===== config.mk =====
export PLATFORM = sky130hd
export DESIGN_NAME = sysop_access_decode
export DESIGN_NICKNAME = d
export VERILOG_FILES = /design/src/rtl/sysop_pkg.sv /design/src/rtl/sysop_enc_match.sv /design/src/rtl/sysop_priv_resolve.sv /design/src/rtl/sysop_out_reg.sv /design/src/rtl/sysop_access_decode.sv
export SDC_FILE = /design/constraint.sdc
export NUM_CORES = 1
export LEC_CHECK = 0
export BUFFER_PORTS_ARGS = -buffer_cell sky130_fd_sc_hd__buf_2
export CORE_AREA = 2 2 39 41
export CTS_BUF_LIST = sky130_fd_sc_hd__clkbuf_8
export DETAILED_ROUTE_END_ITERATION = 10
export DIE_AREA = 0 0 41 43
export PLACE_DENSITY = 0.74
export SYNTH_ARGS = -nofsm -noshare
export SYNTH_HDL_FRONTEND = slang
export SYNTH_SLANG_ARGS = --single-unit

===== constraint.sdc =====
create_clock -name clk -period 0.8 [get_ports clk]
set_clock_uncertainty 0.2 [all_clocks]
set_input_delay 0.04 -clock clk [delete_from_list [all_inputs] [get_ports clk]]
set_output_delay 0.04 -clock clk [all_outputs]
set_load 0.02 [all_outputs]

===== src/rtl/sysop_pkg.sv =====
package sysop_pkg;

  localparam int OP0_W   = 2;
  localparam int OP1_W   = 3;
  localparam int CR_W    = 4;
  localparam int OP2_W   = 3;
  localparam int CLASS_W = 6;
  localparam int NFORMS  = 2;

  typedef enum logic [2:0] {
    OUT_NONE  = 3'd0,
    OUT_UNDEF = 3'd1,
    OUT_TRAP  = 3'd2,
    OUT_NOP   = 3'd3,
    OUT_EXEC  = 3'd4
  } outcome_e;

  typedef struct packed {
    outcome_e kind;
    logic     excl;
  } verdict_t;

endpackage


===== src/rtl/sysop_enc_match.sv =====
module sysop_enc_match
  import sysop_pkg::*;
#(
  parameter logic [OP0_W-1:0] OP0_V      = 2'b01,
  parameter logic [OP1_W-1:0] OP1_V      = 3'b100,
  parameter logic [CR_W-1:0]  CRN_PLAIN  = 4'b1000,
  parameter logic [CR_W-1:0]  CRN_EXCL   = 4'b1001,
  parameter logic [CR_W-1:0]  CRM_V      = 4'b0010,
  parameter logic [OP2_W-1:0] OP2_V      = 3'b010
) (
  input  logic [OP0_W-1:0]  op0_i,
  input  logic [OP1_W-1:0]  op1_i,
  input  logic [CR_W-1:0]   crn_i,
  input  logic [CR_W-1:0]   crm_i,
  input  logic [OP2_W-1:0]  op2_i,
  output logic [NFORMS-1:0] hit_o
);

  logic common_hit;

  // fields shared by both forms
  assign common_hit = (op0_i == OP0_V) && (op1_i == OP1_V) &&
                      (crm_i == CRM_V) && (op2_i == OP2_V);

  // bit 0: plain form, bit 1: XS-excluding form
  for (genvar f = 0; f < NFORMS; f++) begin : g_form
    localparam logic [CR_W-1:0] CRN_F = (f == 0) ? CRN_PLAIN : CRN_EXCL;
    assign hit_o[f] = common_hit && (crn_i == CRN_F);
  end

endmodule


===== src/rtl/sysop_priv_resolve.sv =====
module sysop_priv_resolve
  import sysop_pkg::*;
(
  input  logic [NFORMS-1:0] hit_i,
  input  logic [1:0]        cur_el_i,
  input  logic              nest_trap_i,
  input  logic              xs_feat_i,
  input  logic              instr_feat_i,
  input  logic              el2_en_i,
  input  logic              realm_feat_i,
  input  logic              sec_valid_i,
  output verdict_t          verdict_o
);

  logic any_hit;
  logic excl_form;
  logic el3_skip;

  assign any_hit   = |hit_i;
  assign excl_form = hit_i[1];
  assign el3_skip  = !el2_en_i || (realm_feat_i && !sec_valid_i);

  always_comb begin
    verdict_o.kind = OUT_NONE;
    verdict_o.excl = 1'b0;
    if (any_hit) begin
      if (!instr_feat_i || (excl_form && !xs_feat_i)) begin
        verdict_o.kind = OUT_UNDEF;
      end else begin
        unique case (cur_el_i)
          2'd0: verdict_o.kind = OUT_UNDEF;
          2'd1: verdict_o.kind = nest_trap_i ? OUT_TRAP : OUT_UNDEF;
          2'd2: begin
            verdict_o.kind = OUT_EXEC;
            verdict_o.excl = excl_form;
          end
          default: begin
            if (el3_skip) begin
              verdict_o.kind = OUT_NOP;
            end else begin
              verdict_o.kind = OUT_EXEC;
              verdict_o.excl = excl_form;
            end
          end
        endcase
      end
    end
  end

endmodule


===== src/rtl/sysop_out_reg.sv =====
module sysop_out_reg
  import sysop_pkg::*;
#(
  parameter logic [CLASS_W-1:0] TRAP_CLASS = 6'h18
) (
  input  logic               clk,
  input  logic               rst_n,
  input  logic               valid_i,
  input  verdict_t           verdict_i,
  output logic               undef_o,
  output logic               trap_o,
  output logic [CLASS_W-1:0] trap_class_o,
  output logic               nop_o,
  output logic               exec_o,
  output logic               scope_excl_o
);

  logic [3:0]         flags_q, flags_d;
  logic [CLASS_W-1:0] class_q, class_d;
  logic               excl_q, excl_d;
  logic               load_en;

  // load on a strobe, or to clear a pulse left from the previous one
  assign load_en = valid_i || (|flags_q);

  always_comb begin
    flags_d = 4'b0000;
    class_d = '0;
    excl_d  = 1'b0;
    if (valid_i) begin
      unique case (verdict_i.kind)
        OUT_UNDEF: flags_d = 4'b0001;
        OUT_TRAP: begin
          flags_d = 4'b0010;
          class_d = TRAP_CLASS;
        end
        OUT_NOP:  flags_d = 4'b0100;
        OUT_EXEC: begin
          flags_d = 4'b1000;
          excl_d  = verdict_i.excl;
        end
        default:  flags_d = 4'b0000;
      endcase
    end
  end

  always_ff @(posedge clk or negedge rst_n) begin
    if (!rst_n) begin
      flags_q <= 4'b0000;
      class_q <= '0;
      excl_q  <= 1'b0;
    end else if (load_en) begin
      flags_q <= flags_d;
      class_q <= class_d;
      excl_q  <= excl_d;
    end
  end

  assign undef_o      = flags_q[0];
  assign trap_o       = flags_q[1];
  assign nop_o        = flags_q[2];
  assign exec_o       = flags_q[3];
  assign trap_class_o = class_q;
  assign scope_excl_o = excl_q;

endmodule


===== src/rtl/sysop_access_decode.sv =====
module sysop_access_decode
  import sysop_pkg::*;
#(
  parameter logic [CLASS_W-1:0] TRAP_CLASS = 6'h18
) (
  input  logic               clk,
  input  logic               rst_n,
  input  logic               valid_i,
  input  logic [OP0_W-1:0]   op0_i,
  input  logic [OP1_W-1:0]   op1_i,
  input  logic [CR_W-1:0]    crn_i,
  input  logic [CR_W-1:0]    crm_i,
  input  logic [OP2_W-1:0]   op2_i,
  input  logic [1:0]         cur_el_i,
  input  logic               nest_trap_i,
  input  logic               xs_feat_i,
  input  logic               instr_feat_i,
  input  logic               el2_en_i,
  input  logic               realm_feat_i,
  input  logic               sec_valid_i,
  output logic               undef_o,
  output logic               trap_o,
  output logic [CLASS_W-1:0] trap_class_o,
  output logic               nop_o,
  output logic               exec_o,
  output logic               scope_excl_o
);

  logic [1:0]        rst_sync_q;
  logic              rst_int_n;
  logic [NFORMS-1:0] hit;
  verdict_t          verdict;

  // asynchronous assertion, synchronous release
  always_ff @(posedge clk or negedge rst_n) begin
    if (!rst_n) rst_sync_q <= 2'b00;
    else        rst_sync_q <= {rst_sync_q[0], 1'b1};
  end
  assign rst_int_n = rst_sync_q[1];

  sysop_enc_match u_match (
    .op0_i (op0_i),
    .op1_i (op1_i),
    .crn_i (crn_i),
    .crm_i (crm_i),
    .op2_i (op2_i),
    .hit_o (hit)
  );

  sysop_priv_resolve u_resolve (
    .hit_i        (hit),
    .cur_el_i     (cur_el_i),
    .nest_trap_i  (nest_trap_i),
    .xs_feat_i    (xs_feat_i),
    .instr_feat_i (instr_feat_i),
    .el2_en_i     (el2_en_i),
    .realm_feat_i (realm_feat_i),
    .sec_valid_i  (sec_valid_i),
    .verdict_o    (verdict)
  );

  sysop_out_reg #(.TRAP_CLASS(TRAP_CLASS)) u_oreg (
    .clk          (clk),
    .rst_n        (rst_int_n),
    .valid_i      (valid_i),
    .verdict_i    (verdict),
    .undef_o      (undef_o),
    .trap_o       (trap_o),
    .trap_class_o (trap_class_o),
    .nop_o        (nop_o),
    .exec_o       (exec_o),
    .scope_excl_o (scope_excl_o)
  );

endmodule


Word-level counts from Yosys, hierarchy flattened
Index checks and enable logic that the tools add are counted.

operators by class
  equal/unequal tests = 12
  muxes and demuxes = 14
  reduce and logical (&&, ||, !) cells = 18

operators with widths
  cell                                           number
  case mux 4 bit (4 select lines)                1
  == test 3 x 2 -> 1 bit, second input constant  3
  case mux 3 bit (3 select lines)                1
  == test 4 bit, second input constant           2
  two-way mux 4 bit                              2
  logical AND 1 bit                              7
  == test 3 bit, second input constant           2
  two-way mux 3 bit                              2
  two-way mux 6 bit                              1
  two-way mux 5 bit                              1
  == test 2 x 1 -> 1 bit, second input constant  2
  == test 4 x 2 -> 1 bit, second input constant  1
  logical NOT 1 bit                              4
  two-way mux 1 bit                              4
  OR reduction 2 bit                             2
  OR reduction 4 bit                             1
  == test 3 x 1 -> 1 bit, second input constant  1
  logical OR 1 bit                               3
  == test 2 bit, second input constant           1
  logical NOT 2 bit                              1
  two-way mux 2 bit                              1
  case mux 1 bit (2 select lines)                1

word-level totals
  flip-flop bits (word level) = 13
  bits of input ports = 27

Logic depth before layout (Yosys ltp)
  word-level depth = 12
  gate-level depth with buffers = 3

Hierarchy
Synthesis repeated with hierarchy kept, for this count alone.

second synthesis, totals
  cell total of the unflattened synthesis = 46
  area total of the unflattened synthesis = 504.2 um2

by module, submodules not included
  module               area each (um2)  cells each  times used
  sysop_out_reg        282.8            20          1
  sysop_priv_resolve   100.1            16          1
  sysop_enc_match      67.6             7           1
  sysop_access_decode  53.8             3           1

Worst setup path before layout
No wires, ideal clock.

  kind = flip-flop to flip-flop
  from = register u_oreg.flags_q[1]
  to = register u_oreg.class_q[3], in the netlist u_oreg.trap_class_o[3]
  arrival = 0.954 ns
  stages on the path, launching flop included = 4
  required time = 0.496 ns
  setup slack = -0.458 ns
  setup time = 0.104 ns
  path through = dfrtp_1 > nor4_1 > nand3b_1 > o41ai_2

between the ends
  longest elaborated chain between the ends = 2

ends and longest elaborated chain
  what                    line                 source
  from (decl)             sysop_out_reg.sv:18  logic [3:0] flags_q, flags_d;
  from (signal assigned)  sysop_out_reg.sv:53  flags_q <= flags_d;
  OR reduction 4 bit      sysop_out_reg.sv:24  assign load_en = valid_i || (|flags_q);
  logical OR 1 bit        sysop_out_reg.sv:24
  to (signal assigned)    sysop_out_reg.sv:54  class_q <= class_d;
  to (decl)               sysop_out_reg.sv:19  logic [CLASS_W-1:0] class_q, class_d;

No other way between the ends.
A chain may end at the register's enable or synchronous reset.

Worst setup path in the final report
Ends and elaborated chain as after synthesis.

==> flow_summary.rst <==
.. list-table::
   :header-rows: 1

   * - Metric
     - Value
   * - Run status
     - complete, but fails checks
   * - Violations in the final reports
     - hold timing, setup timing
   * - Post-layout minimum cycle time
     - 1.225 ns
   * - Relative contribution of the clock network to total power
     - 0.448
   * - Number of cells traversed by the worst hold path
     - 2
   * - Worst Setup Start Kind
     - flip-flop
   * - Overall via count from detail_route
     - 418
   * - Diodes inserted
     - 0
   * - Count of input and output buffers
     - 33
   * - Non-Filler Instances
     - 95
   * - Final Worst Setup Slack
     - -0.4249 ns
   * - Area of the core
     - 0.001384 sq mm
   * - Worst Path Class, Setup
     - reg2reg
   * - Slowest Stage Delay on Critical Path
     - 0.40 ns
   * - LEAKAGE
     - 0.4242 nW
   * - Switching power summed over all nets
     - 233.8 uW
   * - Initial DRT Pass Iterations
     - 4
   * - PwrDens
     - 1301 mW/mm^2
   * - Cell depth of the worst flop-to-flop path
     - 3
   * - Maximum count of clock buffers along a single path
     - 2
   * - Worst Path Buf+Inv
     - 0
   * - Fraction of final layout cells sized beyond drive strength 1
     - 0.6329
   * - Slack of the worst reg-to-reg path
     - -0.42 ns
   * - Part of the total power dissipated in sequential elements
     - 0.391
   * - DRC
     - 0
   * - Cell-by-cell trace of the critical path
     - nor4_4 > nand3b_1 > o41ai_2
   * - Die extent in x
     - 41 um
   * - Post-layout utilization of the core
     - 0.5931
   * - Number of sinks handled by clock tree synthesis
     - 8
   * - Global-route wire length before repair
     - 1711 um
   * - Number of nets in the layout
     - 107
   * - Post-synthesis cell type count
     - 20
   * - Highest-utilization routing layer at the global route stage
     - met2
   * - Global routing met1 resource utilization
     - 0.1689
   * - Number of nets still failing antenna checks after routing
     - 0
   * - Number of CTS-inserted buffers
     - 3
   * - Total number of H-tree levels
     - 1
   * - Fraction of the cycle the final worst path needs
     - 1.531
   * - Sum of routed wire length over all layers
     - 1049 um
   * - Post-Syn Instances
     - 38
   * - Top Ports
     - 38
   * - Largest net degree at the start of global routing
     - 7
   * - Largest voltage drop on the vdd net
     - 0.6925 mV
   * - Slowest CP cell
     - dfrtp_1
   * - Die outline height
     - 43 um
   * - Smallest hold slack
     - -0.1566 ns
   * - Antenna violations before repair
     - 0
   * - RSZ-0062 raised after global routing
     - yes
   * - Worst min path class
     - in2reg
   * - Largest driver fanout on the critical path
     - 2
   * - Final Hold Violating Endpoints
     - 14
   * - Initial cell density of the core
     - 0.3146
   * - Origin of the critical flop-to-flop path
     - u_oreg.flags_q[1]
   * - Clock slew at reported path FFs
     - 0.04 ns
   * - Worst slack at placement
     - -0.5059 ns
   * - Critical path endpoint category
     - flip-flop
   * - # rows
     - 14
   * - Worst endpoint data arrival time
     - 1.15 ns
   * - Combinational share of power
     - 0.161
   * - Count of state elements after synthesis
     - 8
   * - Clock latency at the later pin of the worst-skew pair
     - 0.23 ns
   * - Via count of the first global-routing pass
     - 425
   * - DIE AREA
     - 0.001763 sq mm
   * - Met3 track utilization from global routing
     - 0.03141
   * - Routing usage on met2
     - 0.2344
   * - Count of hold-fix buffers inserted at cts
     - 1
   * - Sink of the worst hold path
     - u_oreg.flags_q[2]
   * - Number of endpoints failing setup at the final stage
     - 13
   * - Placed Cells incl. Taps
     - 89
   * - Synthesis Warnings
     - 0
   * - Cell Area, Synth
     - 435.4 sq um
   * - Cell chosen for the clock root
     - clkbuf_8
   * - Category of cells accounting for the largest share of critical-path delay
     - simple AND/OR/NAND/NOR gates
   * - Required time reported for the critical path endpoint
     - 0.72 ns
   * - Area Growth Syn to Fin
     - 88.51%
   * - Weighted congestion at the end of routability-driven global placement
     - 0.7102
   * - Number of max-capacitance violations reported
     - 0
   * - Post-DP HPWL
     - 818.4 um
   * - 1st-iter DRT viols
     - 4
   * - Post-detailed-route wirelength per cell
     - 11.04 um
   * - Final max-slew violation count
     - 0
   * - TritonCTS clock tree
     - built
   * - All-layer global routing usage
     - 0.1458
   * - Max frequency
     - 816.4 MHz
   * - Syn avg cell area
     - 11.46 sq um
   * - HP Start
     - el2_en_i
   * - Switching power as a share of total power
     - 0.2190
   * - Worst r2r dst
     - u_oreg.trap_class_o[3]
   * - Overflow left after global routing
     - 0
   * - Internal Power
     - 833.9 uW
   * - Per-cell via count in the routed design
     - 4.400
   * - Part of the Yosys area used for sequential elements
     - 0.4598
-- Yosys cell counts --
library cell	n	share of area
nand2b_1	1	0.014
dfrtp_1	8	0.46
nor4_1	2	0.029
o41ai_2	1	0.037
o211ai_1	1	0.017
nand3b_1	2	0.034
inv_1	2	0.017
o21ba_1	1	0.023
conb_1	2	0.017
o31ai_1	1	0.017
o21ai_1	1	0.011
nor3_1	1	0.011
nand2_1	1	0.0086
and4bb_1	2	0.057
a2111oi_1	1	0.023
a21oi_1	2	0.023
buf_4	5	0.086
nand4_2	1	0.029
nand4_1	1	0.014
nor4b_2	2	0.069
-- placed cells by master, fill, tap and decap left out, drive strengths merged --
cell type and instances:
a2111oi 1, a21oi 2, and4bb 2, buf 38
clkbuf 3, conb 5, dfrtp 8, dlygate4sd3 1
inv 3, nand2 1, nand2b 1, nand3b 2
nand4 2, nor3 1, nor4 2, nor4b 2
o211ai 1, o21ai 1, o21ba 1, o31ai 1
o41ai 1
-- state kept, by name, summed over array words and instances, names as in the netlist --
register,flops
rst_sync_q,2
u_oreg.flags_q,4
u_oreg.scope_excl_o,1
u_oreg.trap_class_o,1
-- layout make-up --
class                      count  area [sq um]
clock buffer                   3         41.29
multi-input combinational     26         271.5
fill                         123         563.0
sequential                     8         201.4
timing repair buffer          39         275.3
inverter                       2         7.507
tap                           16         20.02
clock inverter                 1         3.754
-- through the flow --
| stage | cell area [sq um] | setup TNS, ns | power (mW) |
|---|---|---|---|
| after floorplan | 476.7 | -1.637 | 0.4891 |
| after global placement | 654.4 | -2.426 | 0.5692 |
| after detailed placement | 654.4 | -2.630 | 0.5722 |
| after CTS | 797.0 | -3.009 | 1.061 |
| after global routing | 820.8 | -3.467 | 1.139 |
| final | 820.8 | -2.997 | 1.068 |
-- cell families after synthesis --
group / synth area share
AO/OA/AOI/OAI: 0.1523
buffers and inverters: 0.1035
flip-flops: 0.4598
other: 0.01725
AND/OR/NAND/NOR: 0.2672
-- how the worst max path moves through the flow --
| stage | startpoint | endpoint | slack (ns) | cells after the start |
|---|---|---|---|---|
| 2_1_floorplan | u_oreg.flags_q[2] | u_oreg.trap_class_o[3] | -0.40 | 3 |
| 3_3_place_gp | crm_i[3] | u_oreg.trap_class_o[3] | -0.47 | 4 |
| 3_5_place_dp | crm_i[3] | u_oreg.flags_q[1] | -0.51 | 4 |
| 4_1_cts | u_oreg.flags_q[1] | u_oreg.trap_class_o[3] | -0.42 | 3 |
| 5_1_grt | u_oreg.flags_q[1] | u_oreg.trap_class_o[3] | -0.49 | 3 |
| 6_report | u_oreg.flags_q[1] | u_oreg.trap_class_o[3] | -0.42 | 3 |
-- per-layer routing --
layer | vias up | routed length, um
met2 | 20 | 571
met4 | 0 | 0
met5 | - | 0
li1 | 216 | -
met3 | 0 | 66
met1 | 182 | 410
-- power groups by stage --
stage,Sequential (mW),Clock [mW],Combinational (mW)
2_1_floorplan,0.422,0,0.0671
3_3_place_gp,0.423,0,0.146
3_5_place_dp,0.424,0,0.149
4_1_cts,0.418,0.480,0.163
5_1_grt,0.420,0.532,0.188
6_report,0.418,0.479,0.171
-- repair_timing --
action / in CTS / in global routing
endpoints found under the setup margin: 13 / 13
resized for setup: 19 / 3
hold endpoints to repair: 14 / 14
pin swaps: 5 / 1
setup buffers: 1 / 0
Power figures use the tool's default switching activity.
